$ cat config.mk
export PLATFORM = sky130hd
export DESIGN_NAME = ide_strobe_timer
export DESIGN_NICKNAME = d
export VERILOG_FILES = /design/src/rtl/ide_tmg_pkg.sv /design/src/rtl/ide_tmg_regfile.sv /design/src/rtl/ide_tmg_seq.sv /design/src/rtl/ide_strobe_timer.sv
export SDC_FILE = /design/constraint.sdc
export NUM_CORES = 1
export LEC_CHECK = 0
export ABC_AREA = 1
export BUFFER_PORTS_ARGS = -buffer_cell sky130_fd_sc_hd__buf_2
export CAP_MARGIN = 5
export CORE_UTILIZATION = 67
export CTS_CLUSTER_DIAMETER = 80
export DETAILED_ROUTE_END_ITERATION = 8
export PLACE_DENSITY = 0.87
export SLEW_MARGIN = 20
export SYNTH_ARGS = -nofsm -noshare
export SYNTH_HDL_FRONTEND = slang
export SYNTH_HIERARCHICAL = 1
export SYNTH_SLANG_ARGS = --single-unit
$ cat constraint.sdc
create_clock -name clk -period 6.2 [get_ports clk]
set_input_delay 0.62 -clock clk [delete_from_list [all_inputs] [get_ports clk]]
set_output_delay 0.62 -clock clk [all_outputs]
set_load 0.05 [all_outputs]
$ cat src/rtl/ide_tmg_pkg.sv
package ide_tmg_pkg;

  localparam int WORD_W = 32;

  // field positions inside a timing word
  localparam int D_INACT_LO = 0;
  localparam int D_INACT_HI = 3;
  localparam int D_ACT_LO   = 4;
  localparam int D_ACT_HI   = 8;
  localparam int C_INACT_LO = 9;
  localparam int C_INACT_HI = 12;
  localparam int C_ACT_LO   = 13;
  localparam int C_ACT_HI   = 17;
  localparam int D_PRE_LO   = 22;
  localparam int D_PRE_HI   = 24;
  localparam int C_PRE_LO   = 25;
  localparam int C_PRE_HI   = 27;
  localparam int UDMA_EN_BIT = 28;

  localparam int ACT_W = D_ACT_HI - D_ACT_LO + 1;
  localparam int INACT_W = D_INACT_HI - D_INACT_LO + 1;
  localparam int PRE_W = D_PRE_HI - D_PRE_LO + 1;
  localparam int CNT_W = ACT_W;

  typedef enum logic [1:0] {
    ST_IDLE   = 2'd0,
    ST_SETUP  = 2'd1,
    ST_ACTIVE = 2'd2,
    ST_RECOV  = 2'd3
  } tmg_state_e;

  typedef struct packed {
    logic [ACT_W-1:0]   act;
    logic [INACT_W-1:0] inact;
    logic [PRE_W-1:0]   pre;
    logic               blocked;
  } cyc_param_t;

endpackage

$ cat src/rtl/ide_tmg_regfile.sv
module ide_tmg_regfile
  import ide_tmg_pkg::*;
#(
  parameter int NUM_DEV = 4,
  localparam int DEV_W = (NUM_DEV > 1) ? $clog2(NUM_DEV) : 1
) (
  input  logic              clk,
  input  logic              rst,
  input  logic              busy,
  input  logic              load_en,
  input  logic [DEV_W-1:0]  load_dev,
  input  logic [WORD_W-1:0] load_word,
  input  logic [DEV_W-1:0]  cfg_sel,
  output logic [WORD_W-1:0] cfg_word,
  input  logic [DEV_W-1:0]  use_dev,
  output logic [WORD_W-1:0] use_word
);

  logic [NUM_DEV-1:0][WORD_W-1:0] mem;
  logic              pend_v;
  logic [DEV_W-1:0]  pend_dev;
  logic [WORD_W-1:0] pend_word;

  always_ff @(posedge clk) begin
    if (rst) begin
      mem      <= '0;
      pend_v   <= 1'b0;
      pend_dev <= '0;
      pend_word <= '0;
    end else if (busy) begin
      if (load_en) begin
        pend_v    <= 1'b1;
        pend_dev  <= load_dev;
        pend_word <= load_word;
      end
    end else begin
      if (pend_v) begin
        mem[pend_dev] <= pend_word;
        pend_v <= 1'b0;
      end
      if (load_en) begin
        mem[load_dev] <= load_word;
      end
    end
  end

  always_ff @(posedge clk) begin
    if (rst) cfg_word <= '0;
    else     cfg_word <= mem[cfg_sel];
  end

  // word a newly accepted cycle runs with: a parked word not yet committed wins
  always_comb begin
    if (pend_v && (pend_dev == use_dev)) use_word = pend_word;
    else                                 use_word = mem[use_dev];
  end

  // no stored word changes while a cycle is running
  a_r10_hold_while_busy: assert property (@(posedge clk) disable iff (rst)
    busy |=> $stable(mem));

  // stored words come out of reset cleared
  a_r1_clear_after_reset: assert property (@(posedge clk)
    $fell(rst) |-> (mem == '0) && !pend_v);

endmodule

$ cat src/rtl/ide_tmg_seq.sv
module ide_tmg_seq
  import ide_tmg_pkg::*;
(
  input  logic       clk,
  input  logic       rst,
  input  logic       req_valid,
  input  logic       req_write,
  input  cyc_param_t prm,
  output logic       busy,
  output logic       rd_n,
  output logic       wr_n,
  output logic       done
);

  tmg_state_e         state;
  logic [CNT_W-1:0]   cnt;
  logic [INACT_W-1:0] inact_q;
  logic [ACT_W-1:0]   act_q;
  logic               wr_q;

  assign busy = (state != ST_IDLE);

  always_ff @(posedge clk) begin
    if (rst) begin
      state   <= ST_IDLE;
      cnt     <= '0;
      inact_q <= '0;
      act_q   <= '0;
      wr_q    <= 1'b0;
      rd_n    <= 1'b1;
      wr_n    <= 1'b1;
      done    <= 1'b0;
    end else begin
      done <= 1'b0;
      unique case (state)
        ST_IDLE: begin
          if (req_valid && !prm.blocked) begin
            act_q   <= prm.act;
            inact_q <= prm.inact;
            wr_q    <= req_write;
            if (prm.pre != '0) begin
              state <= ST_SETUP;
              cnt   <= CNT_W'(prm.pre - 1'b1);
            end else begin
              state <= ST_ACTIVE;
              cnt   <= prm.act;
              rd_n  <= req_write;
              wr_n  <= !req_write;
            end
          end
        end
        ST_SETUP: begin
          if (cnt == '0) begin
            state <= ST_ACTIVE;
            cnt   <= act_q;
            rd_n  <= wr_q;
            wr_n  <= !wr_q;
          end else begin
            cnt <= cnt - 1'b1;
          end
        end
        ST_ACTIVE: begin
          if (cnt == '0) begin
            state <= ST_RECOV;
            cnt   <= CNT_W'(inact_q);
            rd_n  <= 1'b1;
            wr_n  <= 1'b1;
          end else begin
            cnt <= cnt - 1'b1;
          end
        end
        ST_RECOV: begin
          if (cnt == '0) begin
            state <= ST_IDLE;
            done  <= 1'b1;
          end else begin
            cnt <= cnt - 1'b1;
          end
        end
        default: state <= ST_IDLE;
      endcase
    end
  end

  // the two strobes are never low together
  a_r7_one_strobe: assert property (@(posedge clk) disable iff (rst)
    rd_n || wr_n);

  // done lasts one clock
  a_r8_done_single: assert property (@(posedge clk) disable iff (rst)
    done |=> !done);

  // done only comes with both strobes released
  a_r8_done_released: assert property (@(posedge clk) disable iff (rst)
    done |-> (rd_n && wr_n));

  // recovery is at least one clock, so done never follows a strobe release directly
  a_r3_recovery_min: assert property (@(posedge clk) disable iff (rst)
    ($rose(rd_n) || $rose(wr_n)) |-> !done);

  // while a strobe is low the generator stays busy
  a_r12_busy_in_strobe: assert property (@(posedge clk) disable iff (rst)
    (!rd_n || !wr_n) |-> busy);

endmodule

$ cat src/rtl/ide_strobe_timer.sv
module ide_strobe_timer
  import ide_tmg_pkg::*;
#(
  parameter int NUM_DEV = 4,
  localparam int DEV_W = (NUM_DEV > 1) ? $clog2(NUM_DEV) : 1
) (
  input  logic              clk,
  input  logic              rst,
  input  logic              load_en,
  input  logic [DEV_W-1:0]  load_dev,
  input  logic [WORD_W-1:0] load_word,
  input  logic [DEV_W-1:0]  cfg_sel,
  output logic [WORD_W-1:0] cfg_word,
  input  logic              req_valid,
  input  logic [DEV_W-1:0]  req_dev,
  input  logic              req_write,
  input  logic              req_cmd,
  input  logic              req_first,
  output logic              rd_strobe_n,
  output logic              wr_strobe_n,
  output logic              cycle_done
);

  logic              busy;
  logic [WORD_W-1:0] use_word;
  cyc_param_t        prm;
  logic              unused_word_bits;

  ide_tmg_regfile #(.NUM_DEV(NUM_DEV)) u_regs (
    .clk       (clk),
    .rst       (rst),
    .busy      (busy),
    .load_en   (load_en),
    .load_dev  (load_dev),
    .load_word (load_word),
    .cfg_sel   (cfg_sel),
    .cfg_word  (cfg_word),
    .use_dev   (req_dev),
    .use_word  (use_word)
  );

  // select the command or data fields of the word for this request
  always_comb begin
    if (req_cmd) begin
      prm.act   = use_word[C_ACT_HI:C_ACT_LO];
      prm.inact = use_word[C_INACT_HI:C_INACT_LO];
      prm.pre   = req_first ? use_word[C_PRE_HI:C_PRE_LO] : '0;
      prm.blocked = 1'b0;
    end else begin
      prm.act   = use_word[D_ACT_HI:D_ACT_LO];
      prm.inact = use_word[D_INACT_HI:D_INACT_LO];
      prm.pre   = req_first ? use_word[D_PRE_HI:D_PRE_LO] : '0;
      prm.blocked = use_word[UDMA_EN_BIT];
    end
  end

  // stored for readback only
  assign unused_word_bits = ^{use_word[31:29], use_word[21:18]};

  ide_tmg_seq u_seq (
    .clk       (clk),
    .rst       (rst),
    .req_valid (req_valid),
    .req_write (req_write),
    .prm       (prm),
    .busy      (busy),
    .rd_n      (rd_strobe_n),
    .wr_n      (wr_strobe_n),
    .done      (cycle_done)
  );

  // a data request to a device in ultra-DMA mode never starts a cycle
  a_r11_udma_blocks: assert property (@(posedge clk) disable iff (rst)
    (!busy && req_valid && !req_cmd && use_word[UDMA_EN_BIT]) |=> !busy);

endmodule

==> results of run 1 <==
==> sequential cells by signal, indices dropped and copies added (netlist names), 2 cells and up <==
name              cells
u_seq/cnt             5
u_regs/pend_word     32
u_seq/inact_q         4
u_regs/mem          128
u_regs/pend_dev       2
u_regs/cfg_word      32
u_seq/act_q           5
u_seq/state           2
==> per-stage QoR <==
step	area (µm²)	instances	setup slack (ps)	total power, mW	hold slack [ps]
finish	13600	2333	2480	5.04	399
global route	13600	2333	2150	5.27	419
CTS	13600	2333	2670	4.95	397
detailed placement	12800	2292	2150	3.51	438
global placement	12800	2292	2310	3.46	437
floorplan	12700	2128	3880	3.10	423
==> per-layer routing <==
metal	part of all wire (%)	vias up
li1	-	6806
met5	0	-
met3	14	203
met2	43	1079
met4	4.9	0
met1	38	6410
==> worst reg2reg max path, cell delays in order, from the launching register on <==
cell,delay (ps)
dfxtp_2,580
nand2_1,180
nand2_1,640
nand3_1,440
nand2_1,180
nand2_1,60
inv_1,50
nor2_1,40
inv_1,80
nand3_1,470
o22ai_1,300
nand2_1,140
a21oi_1,150
nand2_1,60
==> final cells by class <==
cell class / instances / area, µm² / area share, %
multi-input combinational: 1610 / 7170 / 52.6
sequential: 215 / 4310 / 31.6
clock buffer: 35 / 713 / 5.23
timing repair buffer: 99 / 546 / 4.00
inverter: 139 / 522 / 3.83
tap: 229 / 287 / 2.10
clock inverter: 6 / 82.6 / 0.606
==> power breakdown <==
group	switching, mW	internal (mW)	total, mW
Combinational	1.19	0.483	1.67
Sequential	0.277	1.63	1.91
Clock	0.586	0.874	1.46
==> final timing paths <==
path	slack, ps	end	startpoint
worst min register to register	450	u_seq/inact_q[3]	u_seq/inact_q[3]
worst max register to register	2730	u_seq/wr_n	u_regs/pend_v
worst max-delay path	2480	u_seq/wr_n	req_dev[1]
worst min-delay path	400	u_regs/pend_word[10]	load_word[10]
==> key figures, run 1 <==
Synthesis
  • Syn_nets: 2181
  • Post-Syn Area: 12700 µm²
  • Warnings from Yosys: 6
  • Syn_area_per_cell: 5.97 µm²
  • Post-synthesis instance total: ~2100

Placed design
  • Placer Congestion: a little over 0.9
  • HPWL after DPL: around 24000 µm
  • IO Port Bufs: just under 80

Finish
  • Fraction of layout cells with a size suffix above 1: 7.56%
  • Most common cell after layout, fill and taps aside: nand2_1
  • Final net count: between 2000 and 2500
  • Antenna diode count: 0
  • Commonest non-fill, non-tap cells in the layout: nand2_1 (768), a21oi_1 (219), dfxtp_1 (214)
  • Filler Cell Count: approximately 1500
  • Core Util, Final: 74.6%
  • P&R area growth vs syn: 7.32%

Global routing
  • Busiest grt layer: met2
  • Grt met3 use: 9.05%
  • Pin count of the biggest net entering global routing: 98
  • Met1 global-route usage: 56.6%
  • Grt ovf: 0
  • First-pass GRT wire length: ~68000 µm
  • Vias in the first global route: 13204
  • Initial antenna violation count: 0
  • GRT Total Usage: 42.9%
  • Global-route met2 utilization: around two thirds

Min path
  • Hold path depth: 3
  • Tightest Hold Check Type: in -> reg

Critical path
  • Worst path most repeated cell: nand2_1
  • Critical path's top delay family: simple AND/OR/NAND/NOR gates
  • Crit path cell chain: buf_2, inv_2, nand2_1, nand3_1, nand2_1, nand2_1, inv_1, nor2_1, inv_1, nand3_1, o22ai_1, nand2_1, a21oi_1, nand2_1
  • Slowest CP cell: nand2_1
  • Crit end category: register
  • WP depth: 14
  • WS Path Type: in -> reg
  • CP peak stage delay: 730 ps
  • CP Buf/Inv Count: 4
  • Critical path startpoint category: input pin
  • R2R cell count: 13
  • Crit-path max FO: 27
  • CP arrival: 4140 ps
  • Req. time, crit path: 6620 ps

STA
  • RSZ-0062 raised after global routing: false
  • Slew HR: between 20% and 30%
  • Post-route minimum period: 3720 ps
  • Final worst-path cycle share: 60.0%
  • Worst Skew: around 8.3 ps
  • TNS Setup: 0 ps
  • Final hold violations: 0
  • Slew at the pin closest to its max-slew limit: 1170 ps
  • Max-slew violation count: 0
  • Final setup fails: 0
  • Fmax achieved: between 0.2 and 0.3 GHz

Routing
  • Drt first pass iters: 9
  • Vias: 14498
  • Drt wl/cell: 18.3 µm
  • Iteration-0 DRC Markers: 2121
  • # DRC: 14
  • Final WL: 42600 µm
  • Via/cell ratio: 6.21
  • Antenna Violating Nets Remaining: 0

Clock tree
  • Post-CTS Resized: 0
  • TritonCTS Buffers: 24
  • CTS root buffer: clkbuf_16
  • CTS max path bufs: 3
  • Clk sinks: roughly 220
  • CTS tree: done
  • Post-CTS setup repair buffer count: 0
  • Clock latency on the worst-skew pair: around 530 ps
  • Clock Pin Slew Worst Setup and Hold Paths: approximately 60 ps
  • CTS Hold Bufs: 0
  • H-Tree Depth: 1

Power
  • Peak supply drop: 0.000292 V
  • Leakage: 6.62 nW
  • Power density cells: roughly 370 nW/µm²

Run status
  • Status: finished with violations
  • Violated checks: design-rule violations

Floorplan
  • Initial Utilization: 69.5%
  • Full die area: 19500 µm²
  • IO Pins: 80
  • Die height: 140 µm
  • Cell Rows: 49
  • Core ar.: 18300 µm²
  • DIE WIDTH: 140 µm

Job
  • # Max-Cap Violations: 0
Note: power is estimated with default switching activity, not from simulation.
==> run 2: changes to the inputs <==
--- a/config.mk
+++ b/config.mk
@@ -8,10 +8,10 @@
 export ABC_AREA = 1
 export BUFFER_PORTS_ARGS = -buffer_cell sky130_fd_sc_hd__buf_2
 export CAP_MARGIN = 5
-export CORE_UTILIZATION = 67
+export CORE_UTILIZATION = 62
 export CTS_CLUSTER_DIAMETER = 80
 export DETAILED_ROUTE_END_ITERATION = 8
-export PLACE_DENSITY = 0.87
+export PLACE_DENSITY = 0.81
 export SLEW_MARGIN = 20
 export SYNTH_ARGS = -nofsm -noshare
 export SYNTH_HDL_FRONTEND = slang
==> constraint.sdc (replaced) <==
create_clock -name clk -period 3.7 [get_ports clk]
set_input_delay 0.37 -clock clk [delete_from_list [all_inputs] [get_ports clk]]
set_output_delay 0.37 -clock clk [all_outputs]
set_load 0.05 [all_outputs]
==> key figures, run 2 (same netlist as run 1, synthesis figures left out) <==
Finish
  • Core Util, Final: 70.3% (was 74.6%)
  • Multi-input gate area: 7150 µm² (was 7170 µm²)
  • Commonest non-fill, non-tap cells in the layout: nand2_1 (768), a21oi_1 (219), dfxtp_1 (214) (unchanged)
  • Largest register FFs: 128 (unchanged)
  • Largest regs: u_regs/mem: 128 flops, u_regs/cfg_word: 32 flops, u_regs/pend_word: 32 flops (unchanged)
  • Most common cell after layout, fill and taps aside: nand2_1 (unchanged)
  • FF+latch area: 4310 µm² (unchanged)
  • P&R area growth vs syn: 9.52% (was 7.32%)
  • Antenna diode count: 0 (unchanged)
  • Filler Cell Count: 1803 (was 1505)
  • Largest Register: u_regs/mem (unchanged)
  • Fraction of layout cells with a size suffix above 1: 8.45% (was 7.56%)
  • Fin cells: 2394 (was 2333)
  • Final net count: 2165 (was 2142)

Clock tree
  • Clock Pin Slew Worst Setup and Hold Paths: 60 ps (about the same)
  • H-Tree Depth: 1 (unchanged)
  • Post-CTS setup repair buffer count: 0 (unchanged)
  • Post-CTS Resized: 0 (unchanged)
  • CTS Hold Bufs: 0 (unchanged)
  • Clk sinks: 215 (unchanged)
  • CTS root buffer: clkbuf_16 (unchanged)
  • CTS tree: done (unchanged)
  • TritonCTS Buffers: 25 (was 24)
  • Clock latency on the worst-skew pair: 530 ps (about the same)
  • CTS max path bufs: 3 (unchanged)

STA
  • Worst Skew: 27.4 ps (was 8.25 ps)
  • Slew at the pin closest to its max-slew limit: 1070 ps (was 1170 ps)
  • WHS: 146 ps (was 399 ps)
  • Fmax achieved: 0.339 GHz
  • RSZ-0062 raised after global routing: false (unchanged)
  • Final setup fails: 0 (unchanged)
  • Final worst-path cycle share: 79.7%
  • Post-route minimum period: 2950 ps
  • Max-slew violation count: 0 (unchanged)
  • Slew HR: 28.5% (was 22.0%)
  • Final hold violations: 0 (unchanged)
  • TNS Setup: 0 ps (unchanged)

Routing
  • Via/cell ratio: 6.15 (was 6.21)
  • Vias: 14715 (was 14498)
  • Iteration-0 DRC Markers: 2015 (was 2121)
  • Drt first pass iters: 8 (was 9)
  • Final WL: 44800 µm (was 42600 µm)
  • Antenna Violating Nets Remaining: 0 (unchanged)
  • # DRC: 0 (was 14)
  • Drt wl/cell: 18.7 µm (was 18.3 µm)

Floorplan
  • Core ar.: 19800 µm² (was 18300 µm²)
  • Cell Rows: 51 (was 49)
  • Die height: 145 µm (was 140 µm)
  • IO Pins: 80 (unchanged)
  • Initial Utilization: 64.2% (was 69.5%)
  • Full die area: 21100 µm² (was 19500 µm²)
  • DIE WIDTH: 145 µm (was 140 µm)

Global routing
  • Grt ovf: 0 (unchanged)
  • Pin count of the biggest net entering global routing: 97 (was 98)
  • Initial antenna violation count: 1 (was 0)
  • First-pass GRT wire length: 70600 µm (was 67600 µm)
  • Vias in the first global route: 13394 (was 13204)
  • GRT Total Usage: 41.6% (was 42.9%)

Critical path
  • Critical path startpoint category: register (was input pin)
  • WS Path Type: reg -> reg (was in -> reg)
  • CP arrival: 3370 ps (was 4140 ps)
  • Crit end category: register (unchanged)
  • Req. time, crit path: 4120 ps (was 6620 ps)
  • Crit-path max FO: 69 (was 27)

Placed design
  • IO Port Bufs: 79 (unchanged)
  • Placer Congestion: 0.902 (was 0.912)
  • HPWL after DPL: 25400 µm (was 24300 µm)
  • Placed insts: 2350 (was 2292)

Power
  • Peak supply drop: 0.000389 V (was 0.000292 V)
  • Power density cells: 619 nW/µm² (was 370 nW/µm²)
  • Leakage: 6.76 nW (was 6.62 nW)

Run status
  • Status: finished, final reports clean (was finished with violations)

Min path
  • Tightest Hold Check Type: in -> reg (unchanged)

Job
  • # Max-Cap Violations: 0 (unchanged)
-- run 2: cell types whose count changed in the layout (fill, tap and decap cells not counted), sizes merged --
cell / change
inv: +2
clkinvlp: -1
clkinv: +1
bufinv: +1
buf: +22
-- run 2: worst max-delay path, stage by stage, from the launching register on --
cell     delay, ps
dfxtp_2        370
buf_4          700
nand3_1        810
buf_4          510
nand2_1        110
nand3_1         80
nand2_1        110
nand2_1         60
-- run 2: final cells by class --
type	count	share of cell area [%]
Clock buffer	35	5.06
Clock inverter	9	0.891
Inverter	139	3.75
Multi-Input combinational cell	1610	51.4
Sequential cell	215	31.0
Tap cell	265	2.38
Timing Repair Buffer	121	5.56
-- run 2: path summary, 6_finish.rpt --
path             startpoint  slack (ps)                    to  cells after the start
max reg2reg   u_regs/pend_v         750        u_regs/mem[60]                      7
max           u_regs/pend_v         750        u_regs/mem[60]                      7
min           load_word[21]         150  u_regs/pend_word[21]                      3
min reg2reg  u_seq/act_q[3]         460        u_seq/act_q[3]                      2
-- run 2: routing by layer --
metal | vias up | track usage, % | share of wire (%)
met5 | - | 0 | 0
met4 | 0 | 21.8 | 5.2
met3 | 226 | 7.26 | 14
met2 | 1097 | 65.0 | 43
met1 | 6526 | 55.0 | 38
li1 | 6866 | - | -
-- run 2: power breakdown --
| part | switching (mW) | internal [mW] |
|---|---|---|
| clock network | 1.01 | 1.53 |
| registers | 0.439 | 2.73 |
| logic | 2.03 | 0.872 |
-- run 2: metrics by stage --
| stage | area [µm²] | worst slack [ps] | total power [mW] |
|---|---|---|---|
| final | 13900 | 751 | 8.61 |
| after CTS | 13900 | 915 | 8.50 |
| after global placement | 13100 | 761 | 5.92 |
| after global routing | 13900 | 589 | 9.05 |
| after floorplan | 12700 | 1620 | 5.19 |
| after detailed placement | 13100 | 740 | 5.98 |
